**src/rtl/hwt_pkg.sv**
```systemverilog
package hwt_pkg;
  localparam int unsigned DEF_CNT_W = 8;
  localparam int unsigned DEF_WGT_W = 4;

  typedef enum logic [1:0] {
    CMP_WORSE = 2'd0,
    CMP_BETTER = 2'd1
  } cmp_res_e;
endpackage

```
**src/rtl/hwt_interval_counter.sv**
```systemverilog
module hwt_interval_counter #(
  parameter int unsigned CNT_W = 8,
  localparam int unsigned TW = CNT_W + 1
) (
  input  logic             clk,
  input  logic             rst_n,
  input  logic             acc_vld,
  input  logic             acc_hit,
  input  logic [CNT_W-1:0] interval_len,
  output logic             boundary,
  output logic [TW-1:0]    cur_acc,
  output logic [TW-1:0]    cur_hit
);
  logic [TW-1:0] acc_cnt, hit_cnt;
  logic [TW-1:0] len_eff;

  assign len_eff  = (interval_len == '0) ? TW'(1) : TW'(interval_len);
  assign cur_acc  = acc_cnt + TW'(1);
  assign cur_hit  = hit_cnt + TW'(acc_hit);
  assign boundary = acc_vld && (cur_acc >= len_eff);

  always_ff @(posedge clk) begin
    if (!rst_n) begin
      acc_cnt <= '0;
      hit_cnt <= '0;
    end else if (boundary) begin
      acc_cnt <= '0;
      hit_cnt <= '0;
    end else if (acc_vld) begin
      acc_cnt <= cur_acc;
      hit_cnt <= cur_hit;
    end
  end


  idle_hold_chk: assert property (@(posedge clk) disable iff (!rst_n)
    !acc_vld |=> ($stable(acc_cnt) && $stable(hit_cnt)));


  hit_le_acc_chk: assert property (@(posedge clk) disable iff (!rst_n)
    hit_cnt <= acc_cnt);
endmodule

```
**src/rtl/hwt_rate_compare.sv**
```systemverilog
module hwt_rate_compare
  import hwt_pkg::*;
#(
  parameter int unsigned CNT_W = 8,
  localparam int unsigned TW = CNT_W + 1,
  localparam int unsigned PW = 2 * TW
) (
  input  logic          clk,
  input  logic          rst_n,
  input  logic          boundary,
  input  logic [TW-1:0] cur_acc,
  input  logic [TW-1:0] cur_hit,
  output cmp_res_e      result
);
  logic [TW-1:0] prev_acc, prev_hit;
  logic [PW-1:0] lhs, rhs;

  assign lhs = PW'(cur_hit) * PW'(prev_acc);
  assign rhs = PW'(prev_hit) * PW'(cur_acc);
  assign result = ((prev_acc != '0) && (cur_acc != '0) && (lhs > rhs))
                  ? CMP_BETTER : CMP_WORSE;

  always_ff @(posedge clk) begin
    if (!rst_n) begin
      prev_acc <= '0;
      prev_hit <= '0;
    end else if (boundary) begin
      prev_acc <= cur_acc;
      prev_hit <= cur_hit;
    end
  end


  first_interval_chk: assert property (@(posedge clk) disable iff (!rst_n)
    (prev_acc == '0) |-> (result == CMP_WORSE));
endmodule

```
**src/rtl/hwt_weight_reg.sv**
```systemverilog
module hwt_weight_reg
  import hwt_pkg::*;
#(
  parameter int unsigned WGT_W = 4
) (
  input  logic             clk,
  input  logic             rst_n,
  input  logic             boundary,
  input  cmp_res_e         result,
  input  logic [WGT_W-1:0] big_cores,
  output logic [WGT_W-1:0] weight
);
  localparam logic [WGT_W-1:0] ONE = WGT_W'(1);

  always_ff @(posedge clk) begin
    if (!rst_n) begin
      weight <= ONE;
    end else if (boundary) begin
      if (result != CMP_BETTER) weight <= ONE;
      else if (weight < big_cores) weight <= weight + ONE;
    end
  end


  hold_between_chk: assert property (@(posedge clk) disable iff (!rst_n)
    !boundary |=> $stable(weight));


  drop_to_one_chk: assert property (@(posedge clk) disable iff (!rst_n)
    (boundary && result == CMP_WORSE) |=> (weight == ONE));


  step_up_chk: assert property (@(posedge clk) disable iff (!rst_n)
    (boundary && result == CMP_BETTER && weight < big_cores)
      |=> (weight == $past(weight) + ONE));


  cap_hold_chk: assert property (@(posedge clk) disable iff (!rst_n)
    (boundary && result == CMP_BETTER && weight >= big_cores)
      |=> $stable(weight));
endmodule

```
**src/rtl/hit_weight_tuner.sv**
```systemverilog
module hit_weight_tuner
  import hwt_pkg::*;
#(
  parameter int unsigned CNT_W = DEF_CNT_W,
  parameter int unsigned WGT_W = DEF_WGT_W,
  localparam int unsigned TW = CNT_W + 1
) (
  input  logic             clk,
  input  logic             rst_n,
  input  logic             acc_vld,
  input  logic             acc_hit,
  input  logic [WGT_W-1:0] big_cores,
  input  logic [CNT_W-1:0] interval_len,
  output logic [WGT_W-1:0] weight_big,
  output logic [WGT_W-1:0] weight_little
);
  logic          boundary;
  logic [TW-1:0] cur_acc, cur_hit;
  cmp_res_e      result;

  hwt_interval_counter #(.CNT_W(CNT_W)) u_cnt (
    .clk(clk), .rst_n(rst_n), .acc_vld(acc_vld), .acc_hit(acc_hit),
    .interval_len(interval_len), .boundary(boundary),
    .cur_acc(cur_acc), .cur_hit(cur_hit)
  );

  hwt_rate_compare #(.CNT_W(CNT_W)) u_cmp (
    .clk(clk), .rst_n(rst_n), .boundary(boundary),
    .cur_acc(cur_acc), .cur_hit(cur_hit), .result(result)
  );

  hwt_weight_reg #(.WGT_W(WGT_W)) u_wgt (
    .clk(clk), .rst_n(rst_n), .boundary(boundary), .result(result),
    .big_cores(big_cores), .weight(weight_big)
  );

  assign weight_little = WGT_W'(1);


  reset_weight_chk: assert property (@(posedge clk)
    !rst_n |=> (weight_big == WGT_W'(1)));
endmodule

```
**config.mk**
```make
export PLATFORM = sky130hd
export DESIGN_NAME = hit_weight_tuner
export DESIGN_NICKNAME = d
export VERILOG_FILES = /design/src/rtl/hwt_pkg.sv /design/src/rtl/hwt_interval_counter.sv /design/src/rtl/hwt_rate_compare.sv /design/src/rtl/hwt_weight_reg.sv /design/src/rtl/hit_weight_tuner.sv
export SDC_FILE = /design/constraint.sdc
export NUM_CORES = 1
export LEC_CHECK = 0
export ABC_AREA = 1
export BUFFER_PORTS_ARGS = -buffer_cell sky130_fd_sc_hd__buf_2
export CORE_MARGIN = 3
export CORE_UTILIZATION = 61
export CTS_CLUSTER_SIZE = 8
export DETAILED_ROUTE_END_ITERATION = 10
export PLACE_DENSITY = 0.76
export SLEW_MARGIN = 25
export SYNTH_ARGS = -nofsm -noshare
export SYNTH_HDL_FRONTEND = slang
export SYNTH_SLANG_ARGS = --single-unit
```
**constraint.sdc**
```tcl
create_clock -name clk -period 7.9 [get_ports clk]
set_clock_uncertainty 0.05 [all_clocks]
set_input_delay 1.58 -clock clk [delete_from_list [all_inputs] [get_ports clk]]
set_output_delay 1.58 -clock clk [all_outputs]
set_load 0.01 [all_outputs]
```
==> insert_results.sql, run 1 <==
INSERT INTO impl_metrics (metric_group, metric, value, unit) VALUES
('status', 'outcome', 'completed', ''),
('sta', 'tightest_slew', '0.828', 'ns'),
('setup_path', 'critical_path.endpoint_type', 'flop', ''),
('clock_tree', 'clockRootBuffer', 'sky130_fd_sc_hd__clkbuf_16', ''),
('synthesis', 'netlist_instances', '1045', ''),
('floorplanning', 'placementRows', '40', ''),
('sta', 'relSlewSlack', '44.4', '%'),
('finish', 'area_growth_syn_to_layout', '5.57', '%'),
('finish', 'nets', '1286', ''),
('setup_path', 'r2r_path_end', 'u_wgt.weight[2]', ''),
('finish', 'drive_above_1_share', '5.94', '%'),
('sta', 'final_period_minus_worst_setup_slack', '7.39', 'ns'),
('synthesis', 'yosys.area_share.simple', '19.1', '%'),
('setup_path', 'critical_path_class', 'in2reg', ''),
('setup_path', 'worstRegToRegCells', '33', ''),
('synthesis', 'yosysMostFrequentCell', 'sky130_fd_sc_hd__inv_1', ''),
('finish', 'ff_latch_area', '801', 'µm²'),
('clock_tree', 'clock_path_buffers', '2', ''),
('setup_path', 'slowest_stage', 'sky130_fd_sc_hd__fa_1', ''),
('setup_path', 'crit_required', '8.04', 'ns'),
('place', 'port_buffers', '19', ''),
('synthesis', 'distinct_cells_synth', '39', ''),
('setup_path', 'critical_path_buf_inv_count', '6', ''),
('synthesis', 'ys_seq_area_share', '10.3', '%'),
('synthesis', 'synthesis.area_per_instance', '7.44', 'µm²'),
('detailed_routing', 'route.vias.total', '6489', ''),
('detailed_routing', 'totalWireLength', '17400', 'µm'),
('grt', 'track_usage', '26.3', '%'),
('synthesis', 'netlist_area', '0.00777', 'mm²'),
('clock_tree', 'clk_latency', '0.29', 'ns'),
('setup_path', 'critPathLaunchType', 'input pin', ''),
('detailed_routing', 'firstDrtPassIters', '5', ''),
('synthesis', 'synthesis.yosys.warnings', '0', ''),
('power_and_ir_drop', 'power_per_cell_area', '101', 'mW/mm²'),
('clock_tree', 'cts_sinks', '40', ''),
('detailed_routing', 'route.antenna.remaining_nets', '0', ''),
('synthesis', 'ys_async_sr_fraction', '0', '%'),
('sta', 'final.period_utilization', '93.6', '%'),
('grt', 'antenna_found_initial', '0', ''),
('clock_tree', 'cts_made_buffers', '5', ''),
('sta', 'finalMaxSlewViolations', '0', ''),
('detailed_routing', 'avgViaCountPerCell', '5.28', ''),
('grt', 'grt_pass1_vias', '6614', ''),
('finish', 'antennaDiodeCount', '0', ''),
('floorplanning', 'die_area', '0.0141', 'mm²'),
('synthesis', 'synthXorXnorAreaFrac', '3.27', '%'),
('clock_tree', 'h-tree-depth', '2', ''),
('floorplanning', 'io_pins', '24', ''),
('synthesis', 'main_combinational_cell_family_by_area_after_synthesis', 'adder cells', ''),
('synthesis', 'muxShareOfSynthArea', '0', '%'),
('setup_path', 'critical_path_cell_count', '33', ''),
('setup_path', 'cp_launch_point', 'acc_hit', ''),
('grt', 'grt-ovfl-total', '0', ''),
('synthesis', 'share_of_the_synthesized_area_in_compound_gates_ao_oa_aoi_oai', '9.37', '%'),
('place', 'globalplace.congestion', '0.904', ''),
('setup_path', 'cp-endpoint', 'u_wgt.weight[2]', ''),
('setup_path', 'critPathArrivalTime', '7.54', 'ns'),
('synthesis', 'synthAdderAreaFrac', '43.5', '%'),
('sta', 'finalSetupTns', '0', 'ns'),
('floorplanning', 'die_width', '119', 'µm'),
('floorplanning', 'die-height', '119', 'µm'),
('setup_path', 'worst_path_dominant_cell_family', 'adder cells', ''),
('finish', 'multi_input_gate_area_in_the_final_layout', '0.00588', 'mm²'),
('synthesis', 'postSynth.topFlopCell', 'sky130_fd_sc_hd__dfxtp_1', ''),
('min_path', 'hold_path.class', 'reg2reg', ''),
('clock_tree', 'cts_hold_buf', '0', ''),
('clock_tree', 'cts.clk_slew.worst_paths', '0.06', 'ns'),
('detailed_routing', 'avgRoutedWirePerCell', '14.2', 'µm'),
('synthesis', 'synth_edf_count', '0', ''),
('flow_run', 'max_cap_viol_count', '0', ''),
('synthesis', 'synth_top_cell_by_area', 'sky130_fd_sc_hd__fa_1', '');
[registers in the layout (all words and copies together), names as in the netlist]
name,flops
u_cmp.prev_acc,9
u_cnt.hit_cnt,9
u_wgt.weight,4
u_cmp.prev_hit,9
u_cnt.acc_cnt,9
[cell usage in the layout, fill, tap and decap left out, drive strengths merged, types with 2 or more instances in the layout]
| cell type | instances |
|---|---|
| nand3 | 31 |
| a211oi | 14 |
| o21ai | 34 |
| clkbuf | 5 |
| buf | 28 |
| inv | 261 |
| nand2 | 187 |
| conb | 4 |
| a21oi | 51 |
| a21boi | 4 |
| o31ai | 2 |
| a31oi | 2 |
| nor3 | 6 |
| xor2 | 21 |
| fa | 100 |
| xnor2 | 8 |
| dfxtp | 40 |
| nand3b | 2 |
| nor2 | 126 |
| clkinv | 2 |
| nand4 | 9 |
| a21o | 5 |
| ha | 110 |
[how the worst min path moves through the flow]
stage	from	endpoint	slack, ns	cells after the start
6_report	u_cnt.hit_cnt[7]	u_cnt.hit_cnt[7]	0.45	2
5_1_grt	u_cnt.acc_cnt[8]	u_cnt.acc_cnt[8]	0.48	2
4_1_cts	u_cnt.hit_cnt[7]	u_cnt.hit_cnt[7]	0.44	2
3_5_place_dp	u_cnt.hit_cnt[7]	u_cnt.hit_cnt[7]	0.43	2
3_3_place_gp	u_cnt.hit_cnt[7]	u_cnt.hit_cnt[7]	0.43	2
2_1_floorplan	u_cnt.hit_cnt[7]	u_cnt.hit_cnt[7]	0.41	2
[cells by family after synthesis]
| logic type | after synthesis |
|---|---|
| buffers and inverters | 284 |
| DFF | 40 |
| and+or+nand+nor | 365 |
| xor gates and xnor gates | 29 |
| adders and majority gates | 210 |
| other | 2 |
| AOI/OAI and AO/OA | 115 |
[layer usage]
metal	vias to the layer above	part of all wire, %	track usage (%)
li1	3199	-	-
met1	3005	45	36.4
met2	250	44	41.8
met3	35	8.2	5.75
met4	0	2.2	7.46
met5	-	0	0
[area by class of cell]
cell class                 count  share of cell area [%]
clock buffer                   5                    1.52
clock inverter                 3                   0.518
inverter                     262                    12.0
multi-input combinational    723                    71.7
sequential                    40                    9.76
tap                          168                    2.56
timing repair buffer          28                    1.98
[report_power, final]
part	internal, mW	leakage, nW	total [mW]	switching (mW)
clock network	0.148	0.0798	0.234	0.0860
logic	0.125	4.26	0.352	0.227
registers	0.218	0.328	0.244	0.0257
total	0.492	4.67	0.830	0.339
[worst min-delay path, delay by kind of cell (launching register included)]
family | cells | cell delay (ns)
AOI/OAI and AO/OA | 1 | 0.05
DFF | 1 | 0.33
and+or+nand+nor | 1 | 0.07
[through the flow]
stage,total power [mW],cells,setup WS (ns),area (µm²),util (%)
final,0.830,1229,0.509,8210,67.2
after detailed placement,0.593,1221,0.0792,8020,65.7
after floorplan,0.504,1047,0.494,7780,-
after CTS,0.829,1229,0.350,8190,67.0
after global routing,0.898,1229,0.0162,8210,67.2
after global placement,0.588,1221,0.191,8020,65.7
[repair_timing]
action / CTS / global route
setup buffers: 0 / 0
endpoints found under the setup margin: 0 / 4
gates resized for setup: 0 / 7
(Power assumes the default switching activity.)
==> inputs of run 2 (changes only) <==
--- a/config.mk
+++ b/config.mk
@@ -11,6 +11,8 @@
 export CORE_UTILIZATION = 61
 export CTS_CLUSTER_SIZE = 8
 export DETAILED_ROUTE_END_ITERATION = 10
+export GPL_ROUTABILITY_DRIVEN = 0
+export GPL_TIMING_DRIVEN = 0
 export PLACE_DENSITY = 0.76
 export SLEW_MARGIN = 25
 export SYNTH_ARGS = -nofsm -noshare
==> run 2 against run 1 <==
  * Die area did not move
  * Clock-buffer cell count rose by 2
  * Largest power group unchanged
  * Sequential share of layout area fell by 0.21 points
==> insert_results.sql, run 2 (synthesis gave the netlist of run 1 again) <==
INSERT INTO impl_metrics (metric_group, metric, value, unit) VALUES
('floorplanning', 'placementRows', '40', ''),
('finish', 'drive_above_1_share', '7.78', '%'),
('clock_tree', 'clk_latency', '0.29', 'ns'),
('place', 'pre_cts_slack', '-0.568', 'ns'),
('status', 'outcome', 'completed', ''),
('grt', 'grt-ovfl-total', '0', ''),
('setup_path', 'critPathArrivalTime', '7.63', 'ns'),
('setup_path', 'worstRegToRegCells', '33', ''),
('place', 'port_buffers', '19', ''),
('detailed_routing', 'avgViaCountPerCell', '5.29', ''),
('detailed_routing', 'avgRoutedWirePerCell', '14.7', 'µm'),
('finish', 'final_cell_mix', 'sky130_fd_sc_hd__inv_1, sky130_fd_sc_hd__nand2_1, sky130_fd_sc_hd__nor2_1', ''),
('clock_tree', 'cts_made_buffers', '5', ''),
('flow_run', 'max_cap_viol_count', '0', ''),
('finish', 'final_cells', '1247', ''),
('finish', 'ff_latch_area', '801', 'µm²'),
('finish', 'nets', '1304', ''),
('sta', 'final_period_minus_worst_setup_slack', '7.49', 'ns'),
('sta', 'finalMaxSlewViolations', '0', ''),
('setup_path', 'critical_path_buf_inv_count', '6', ''),
('floorplanning', 'die_area', '0.0141', 'mm²'),
('place', 'place.detailed.hpwl', '15100', 'µm'),
('sta', 'min_hold_slack', '0.430', 'ns'),
('setup_path', 'cp-endpoint', 'u_wgt.weight[3]', ''),
('floorplanning', 'effective_utilization_at_floorplan', '63.6', '%'),
('floorplanning', 'die_width', '119', 'µm'),
('clock_tree', 'cts.clk_slew.worst_paths', '0.06', 'ns'),
('setup_path', 'critical_path_class', 'in2reg', ''),
('setup_path', 'critical_path_cell_count', '32', ''),
('floorplanning', 'die-height', '119', 'µm'),
('grt', 'antenna_found_initial', '0', ''),
('sta', 'fmaxAchievable', '0.133', 'GHz'),
('detailed_routing', 'route.antenna.remaining_nets', '0', ''),
('clock_tree', 'cts_tree', 'built', ''),
('finish', 'antennaDiodeCount', '0', ''),
('setup_path', 'critical_path.endpoint_type', 'flop', ''),
('floorplanning', 'core_area', '0.0122', 'mm²'),
('setup_path', 'rr_startpoint', 'u_cnt.acc_cnt[0]', ''),
('setup_path', 'worst_path_dominant_cell_family', 'adder cells', ''),
('floorplanning', 'io_pins', '24', ''),
('setup_path', 'max_stage_delay', '0.57', 'ns'),
('finish', 'fill_cells', '1104', ''),
('clock_tree', 'clock_path_buffers', '2', ''),
('sta', 'final.period_utilization', '94.8', '%'),
('power_and_ir_drop', 'power.leakage', '4.72', 'nW'),
('detailed_routing', 'route.vias.total', '6594', ''),
('min_path', 'hold_path.class', 'reg2reg', ''),
('finish', 'area_growth_syn_to_layout', '7.87', '%'),
('finish', 'layout.cells.most_common', 'sky130_fd_sc_hd__inv_1', ''),
('setup_path', 'slowest_stage', 'sky130_fd_sc_hd__fa_1', ''),
('clock_tree', 'cts_sinks', '40', ''),
('grt', 'grt_max_degree', '13', ''),
('grt', 'track_usage', '27.4', '%'),
('power_and_ir_drop', 'vdd_ir_drop_max', '0.0771', 'mV'),
('grt', 'grt_first_pass_wirelength', '31600', 'µm'),
('setup_path', 'reg2reg_setup_slack', '0.69', 'ns'),
('finish', 'multi_input_gate_area_in_the_final_layout', '0.00593', 'mm²'),
('place', 'dpl.cell_count', '1234', ''),
('detailed_routing', 'totalWireLength', '18300', 'µm'),
('setup_path', 'crit_fanout', '7', ''),
('sta', 'tightest_slew', '0.691', 'ns'),
('sta', 'setup_ws', '0.408', 'ns'),
('sta', 'relSlewSlack', '54.0', '%'),
('grt', 'grt_pass1_vias', '6670', ''),
('detailed_routing', 'firstDrtPassIters', '5', ''),
('setup_path', 'cp_launch_point', 'acc_hit', ''),
('sta', 'hold_violations', '0', ''),
('detailed_routing', 'dr.first_iter.drc_count', '513', ''),
('clock_tree', 'h-tree-depth', '2', ''),
('power_and_ir_drop', 'power_per_cell_area', '103', 'mW/mm²'),
('setup_path', 'critPathLaunchType', 'input pin', ''),
('clock_tree', 'clockRootBuffer', 'sky130_fd_sc_hd__clkbuf_16', ''),
('setup_path', 'crit_required', '8.04', 'ns'),
('sta', 'finalSetupViolCount', '0', ''),
('setup_path', 'r2r_path_end', 'u_wgt.weight[3]', ''),
('detailed_routing', 'drc', '0', '');
[run 2: changes by cell type in the layout (fill, tap and decap cells not counted), moves of 2 or more]
cell and change:
sky130_fd_sc_hd__clkbuf_1 +12, sky130_fd_sc_hd__inv_4 +3, sky130_fd_sc_hd__a21oi_1 -2, sky130_fd_sc_hd__o21ai_0 -2, sky130_fd_sc_hd__buf_6 +4, sky130_fd_sc_hd__inv_1 -4, sky130_fd_sc_hd__clkbuf_8 +2, sky130_fd_sc_hd__nand2_2 +5
sky130_fd_sc_hd__a21oi_2 +2, sky130_fd_sc_hd__nand2_1 -4, sky130_fd_sc_hd__nor2_1 -2
[run 2: area by class of cell]
type / count / share of cell area (%)
flip-flops and latches: 40 / 9.55
well taps: 168 / 2.51
multi-input cells: 723 / 70.8
clock buffers: 7 / 1.82
plain buffers: 22 / 1.58
inverters: 262 / 11.8
repair buffers: 24 / 1.58
clock inverters: 1 / 0.358
[run 2: metal layers]
metal | vias up | wire, µm | track usage, %
met5 | - | 0 | 0
met4 | 0 | 296 | 5.50
met3 | 31 | 1450 | 5.84
met2 | 232 | 8360 | 44.2
met1 | 3094 | 8210 | 38.6
li1 | 3237 | - | -
[run 2: metrics by stage]
| step | instance area, µm² | util [%] | total power, mW | TNS [ns] |
|---|---|---|---|---|
| finish | 8380 | 68.7 | 0.865 | 0 |
| CTS | 8290 | 67.8 | 0.854 | 0 |
| global placement | 8090 | 66.2 | 0.592 | -2.03 |
| detailed placement | 8090 | 66.2 | 0.600 | -2.18 |
| floorplan | 7780 | - | 0.504 | 0 |
| global route | 8380 | 68.7 | 0.927 | -0.100 |
[run 2: timing repair]
item                                    4_1_cts  5_1_grt
gates resized for setup                       4       24
hold buffers                                  0        0
pin swaps                                     1        5
setup buffers                                 1        4
cloned                                        0        0
endpoints found under the setup margin        4        4
[run 2: where the power goes]
| group | total [mW] | switching, mW | internal (mW) |
|---|---|---|---|
| combinational | 0.369 | 0.238 | 0.131 |
| clock | 0.255 | 0.0889 | 0.167 |
| sequential | 0.241 | 0.0223 | 0.218 |
| total | 0.865 | 0.349 | 0.515 |
[run 2: how the worst min path moves through the flow]
stage,cells past startpoint,end,slack (ns),startpoint
finish,2,u_cnt.hit_cnt[7],0.43,u_cnt.hit_cnt[7]
global route,2,u_cnt.hit_cnt[7],0.48,u_cnt.hit_cnt[7]
CTS,2,u_cnt.hit_cnt[7],0.43,u_cnt.hit_cnt[7]
detailed placement,2,u_cnt.hit_cnt[7],0.42,u_cnt.hit_cnt[7]
global placement,2,u_cnt.hit_cnt[7],0.42,u_cnt.hit_cnt[7]
floorplan,2,u_cnt.hit_cnt[7],0.41,u_cnt.hit_cnt[7]
[run 2: worst reg2reg max path: cells and delay by family (launching register included)]
family	cells	cell delay, ns
flip-flops	1	0.60
AO/OA/AOI/OAI	3	0.71
adder cells (fa/ha/maj)	7	3.15
XOR/XNOR	1	0.16
buffers and inverters	6	0.67
AND/OR/NAND/NOR	16	1.76
==> inputs of run 3 (changes only) <==
--- a/config.mk
+++ b/config.mk
@@ -7,13 +7,15 @@
 export LEC_CHECK = 0
 export ABC_AREA = 1
 export BUFFER_PORTS_ARGS = -buffer_cell sky130_fd_sc_hd__buf_2
+export CELL_PAD_IN_SITES_DETAIL_PLACEMENT = 0
+export CELL_PAD_IN_SITES_GLOBAL_PLACEMENT = 1
 export CORE_MARGIN = 3
-export CORE_UTILIZATION = 61
+export CORE_UTILIZATION = 49
 export CTS_CLUSTER_SIZE = 8
 export DETAILED_ROUTE_END_ITERATION = 10
 export GPL_ROUTABILITY_DRIVEN = 0
 export GPL_TIMING_DRIVEN = 0
-export PLACE_DENSITY = 0.76
+export PLACE_DENSITY = 0.82
 export SLEW_MARGIN = 25
 export SYNTH_ARGS = -nofsm -noshare
 export SYNTH_HDL_FRONTEND = slang
==> run 3 against run 2 <==
  * Design area up 2.1%
  * Non-clock buffer count up 6
  * Via count down 2.8%
  * Hold slack better by 0.0074 ns
  * Sequential share of layout area down 0.20 points
  * Combinational power up 5.7%
  * Clock-buffer cell count down 2
  * Critical path depth down 1
  * Global-route usage down 5.1 points
  * Sequential cell count unchanged
  * Sequential power about the same
  * Highest routed layer unchanged
==> insert_results.sql, run 3 (synthesis gave the netlist of run 1 again) <==
INSERT INTO impl_metrics (metric_group, metric, value, unit) VALUES
('status', 'outcome', 'completed', ''),
('place', 'place.detailed.hpwl', '15900', 'µm'),
('grt', 'grt-ovfl-total', '0', ''),
('detailed_routing', 'route.top_layer_used', 'met4', ''),
('finish', 'finish.instance_area', '0.00856', 'mm²'),
('place', 'port_buffers', '19', ''),
('grt', 'grt_first_pass_wirelength', '31900', 'µm'),
('setup_path', 'crit_required', '8.03', 'ns'),
('detailed_routing', 'dr.first_iter.drc_count', '344', ''),
('floorplanning', 'placementRows', '45', ''),
('setup_path', 'reg2reg_setup_slack', '0.81', 'ns'),
('setup_path', 'critPathArrivalTime', '7.61', 'ns'),
('power_and_ir_drop', 'power.leakage', '4.73', 'nW'),
('finish', 'area_growth_syn_to_layout', '10.1', '%'),
('floorplanning', 'effective_utilization_at_floorplan', '50.6', '%'),
('setup_path', 'slowest_stage', 'sky130_fd_sc_hd__fa_1', ''),
('finish', 'layout.cells.most_common', 'sky130_fd_sc_hd__inv_1', ''),
('setup_path', 'critical_path.endpoint_type', 'flop', ''),
('grt', 'track_usage', '22.3', '%'),
('clock_tree', 'cts_sinks', '40', ''),
('sta', 'final_period_minus_worst_setup_slack', '7.48', 'ns'),
('detailed_routing', 'avgViaCountPerCell', '4.94', ''),
('detailed_routing', 'avgRoutedWirePerCell', '14.4', 'µm'),
('sta', 'final.period_utilization', '94.7', '%'),
('clock_tree', 'h-tree-depth', '2', ''),
('sta', 'hold_violations', '0', ''),
('power_and_ir_drop', 'vdd_ir_drop_max', '0.0966', 'mV'),
('detailed_routing', 'route.vias.total', '6408', ''),
('clock_tree', 'clock_path_buffers', '2', ''),
('setup_path', 'max_stage_delay', '0.56', 'ns'),
('detailed_routing', 'met3_wirelength', '936', 'µm'),
('finish', 'antennaDiodeCount', '0', ''),
('finish', 'nets', '1310', ''),
('sta', 'finalSetupViolCount', '0', ''),
('clock_tree', 'cts_made_buffers', '5', ''),
('floorplanning', 'die-height', '132', 'µm'),
('sta', 'relSlewSlack', '53.3', '%'),
('min_path', 'hold_path.class', 'reg2reg', ''),
('power_and_ir_drop', 'power_per_cell_area', '101', 'mW/mm²'),
('flow_run', 'max_cap_viol_count', '0', ''),
('detailed_routing', 'met2_length', '8600', 'µm'),
('floorplanning', 'io_pins', '24', ''),
('detailed_routing', 'drc', '0', ''),
('sta', 'finalMaxSlewViolations', '0', ''),
('floorplanning', 'die_area', '0.0174', 'mm²'),
('clock_tree', 'clockRootBuffer', 'sky130_fd_sc_hd__clkbuf_16', ''),
('grt', 'grt_max_degree', '15', ''),
('detailed_routing', 'met1_length', '8870', 'µm'),
('detailed_routing', 'route.antenna.remaining_nets', '0', ''),
('clock_tree', 'cts.clk_slew.worst_paths', '0.06', 'ns'),
('grt', 'grt_pass1_vias', '6408', ''),
('setup_path', 'critPathLaunchType', 'input pin', ''),
('clock_tree', 'cts_tree', 'built', ''),
('setup_path', 'critical_path_class', 'in2reg', ''),
('setup_path', 'cp_common_cell', 'sky130_fd_sc_hd__inv_1', ''),
('finish', 'drive_above_1_share', '9.49', '%'),
('setup_path', 'crit_fanout', '10', ''),
('place', 'placedInstanceArea', '0.00814', 'mm²'),
('clock_tree', 'clk_latency', '0.29', 'ns'),
('detailed_routing', 'firstDrtPassIters', '5', ''),
('grt', 'antenna_found_initial', '0', ''),
('floorplanning', 'die_width', '132', 'µm'),
('sta', 'tightest_slew', '0.701', 'ns'),
('place', 'pre_cts_slack', '-0.883', 'ns'),
('sta', 'fmaxAchievable', '0.134', 'GHz'),
('floorplanning', 'core_area', '0.0154', 'mm²'),
('finish', 'final_cell_mix', 'sky130_fd_sc_hd__inv_1, sky130_fd_sc_hd__nand2_1, sky130_fd_sc_hd__nor2_1', ''),
('detailed_routing', 'totalWireLength', '18700', 'µm'),
('sta', 'setup_ws', '0.422', 'ns');
[run 3: changes by cell type in the layout (fill, tap and decap cells not counted), moves of 3 or more]
cell and delta:
sky130_fd_sc_hd__nor2_2 +3, sky130_fd_sc_hd__a21oi_2 +3, sky130_fd_sc_hd__ha_1 -3, sky130_fd_sc_hd__buf_4 +5, sky130_fd_sc_hd__nor2_1 -3, sky130_fd_sc_hd__a21oi_1 -3
[run 3: power breakdown]
group	internal [mW]	switching (mW)	total [mW]	leakage, nW
registers	0.218	0.0227	0.241	0.328
clock network	0.150	0.0874	0.238	0.0804
logic	0.139	0.251	0.390	4.32
[run 3: worst paths after layout]
path                    startpoint                to  depth (start not counted)
setup / recovery           acc_hit   u_wgt.weight[3]                         31
hold / removal    u_cnt.hit_cnt[7]  u_cnt.hit_cnt[7]                          2
setup reg to reg  u_cnt.acc_cnt[0]   u_wgt.weight[3]                         34
hold reg to reg   u_cnt.hit_cnt[7]  u_cnt.hit_cnt[7]                          2
[run 3: worst max-delay path, delay by kind of cell]
family | cells | cell delay (ns)
adders and majority gates | 8 | 3.22
and+or+nand+nor | 10 | 0.97
buffers and inverters | 7 | 0.84
AOI/OAI and AO/OA | 5 | 0.81
xor gates and xnor gates | 1 | 0.17
[run 3: final cells by class]
type,count,area [µm²]
buffer,22,133
clock buffer,5,125
clock inverter,3,46.3
fill,1549,6810
inverter,262,988
multi-input combinational,723,6020
sequential,40,801
tap,211,264
timing repair buffer,30,181
[run 3: metal layers]
layer,GRT usage (%),vias up
met4,4.38,0
met1,32.3,3000
met3,3.02,26
met5,0,-
met2,36.1,134
li1,-,3248
[run 3: repair_timing]
action	4_1_cts	5_1_grt
gates cloned	0	0
pin swaps	1	10
setup endpoints to repair	4	4
hold buffers	0	0
gates resized for setup	7	41
setup buffers	3	8
[run 3: stage by stage]
stage / power, mW / instances / hold slack, ns / TNS [ns] / utilization (%)
after floorplan: 0.504 / 1047 / 0.408 / 0 / -
after global placement: 0.608 / 1277 / 0.423 / -3.77 / 53.0
after detailed placement: 0.610 / 1277 / 0.425 / -3.46 / 53.0
after CTS: 0.851 / 1288 / 0.434 / 0 / 54.3
after global routing: 0.940 / 1296 / 0.464 / -0.0589 / 55.7
final: 0.868 / 1296 / 0.438 / 0 / 55.7
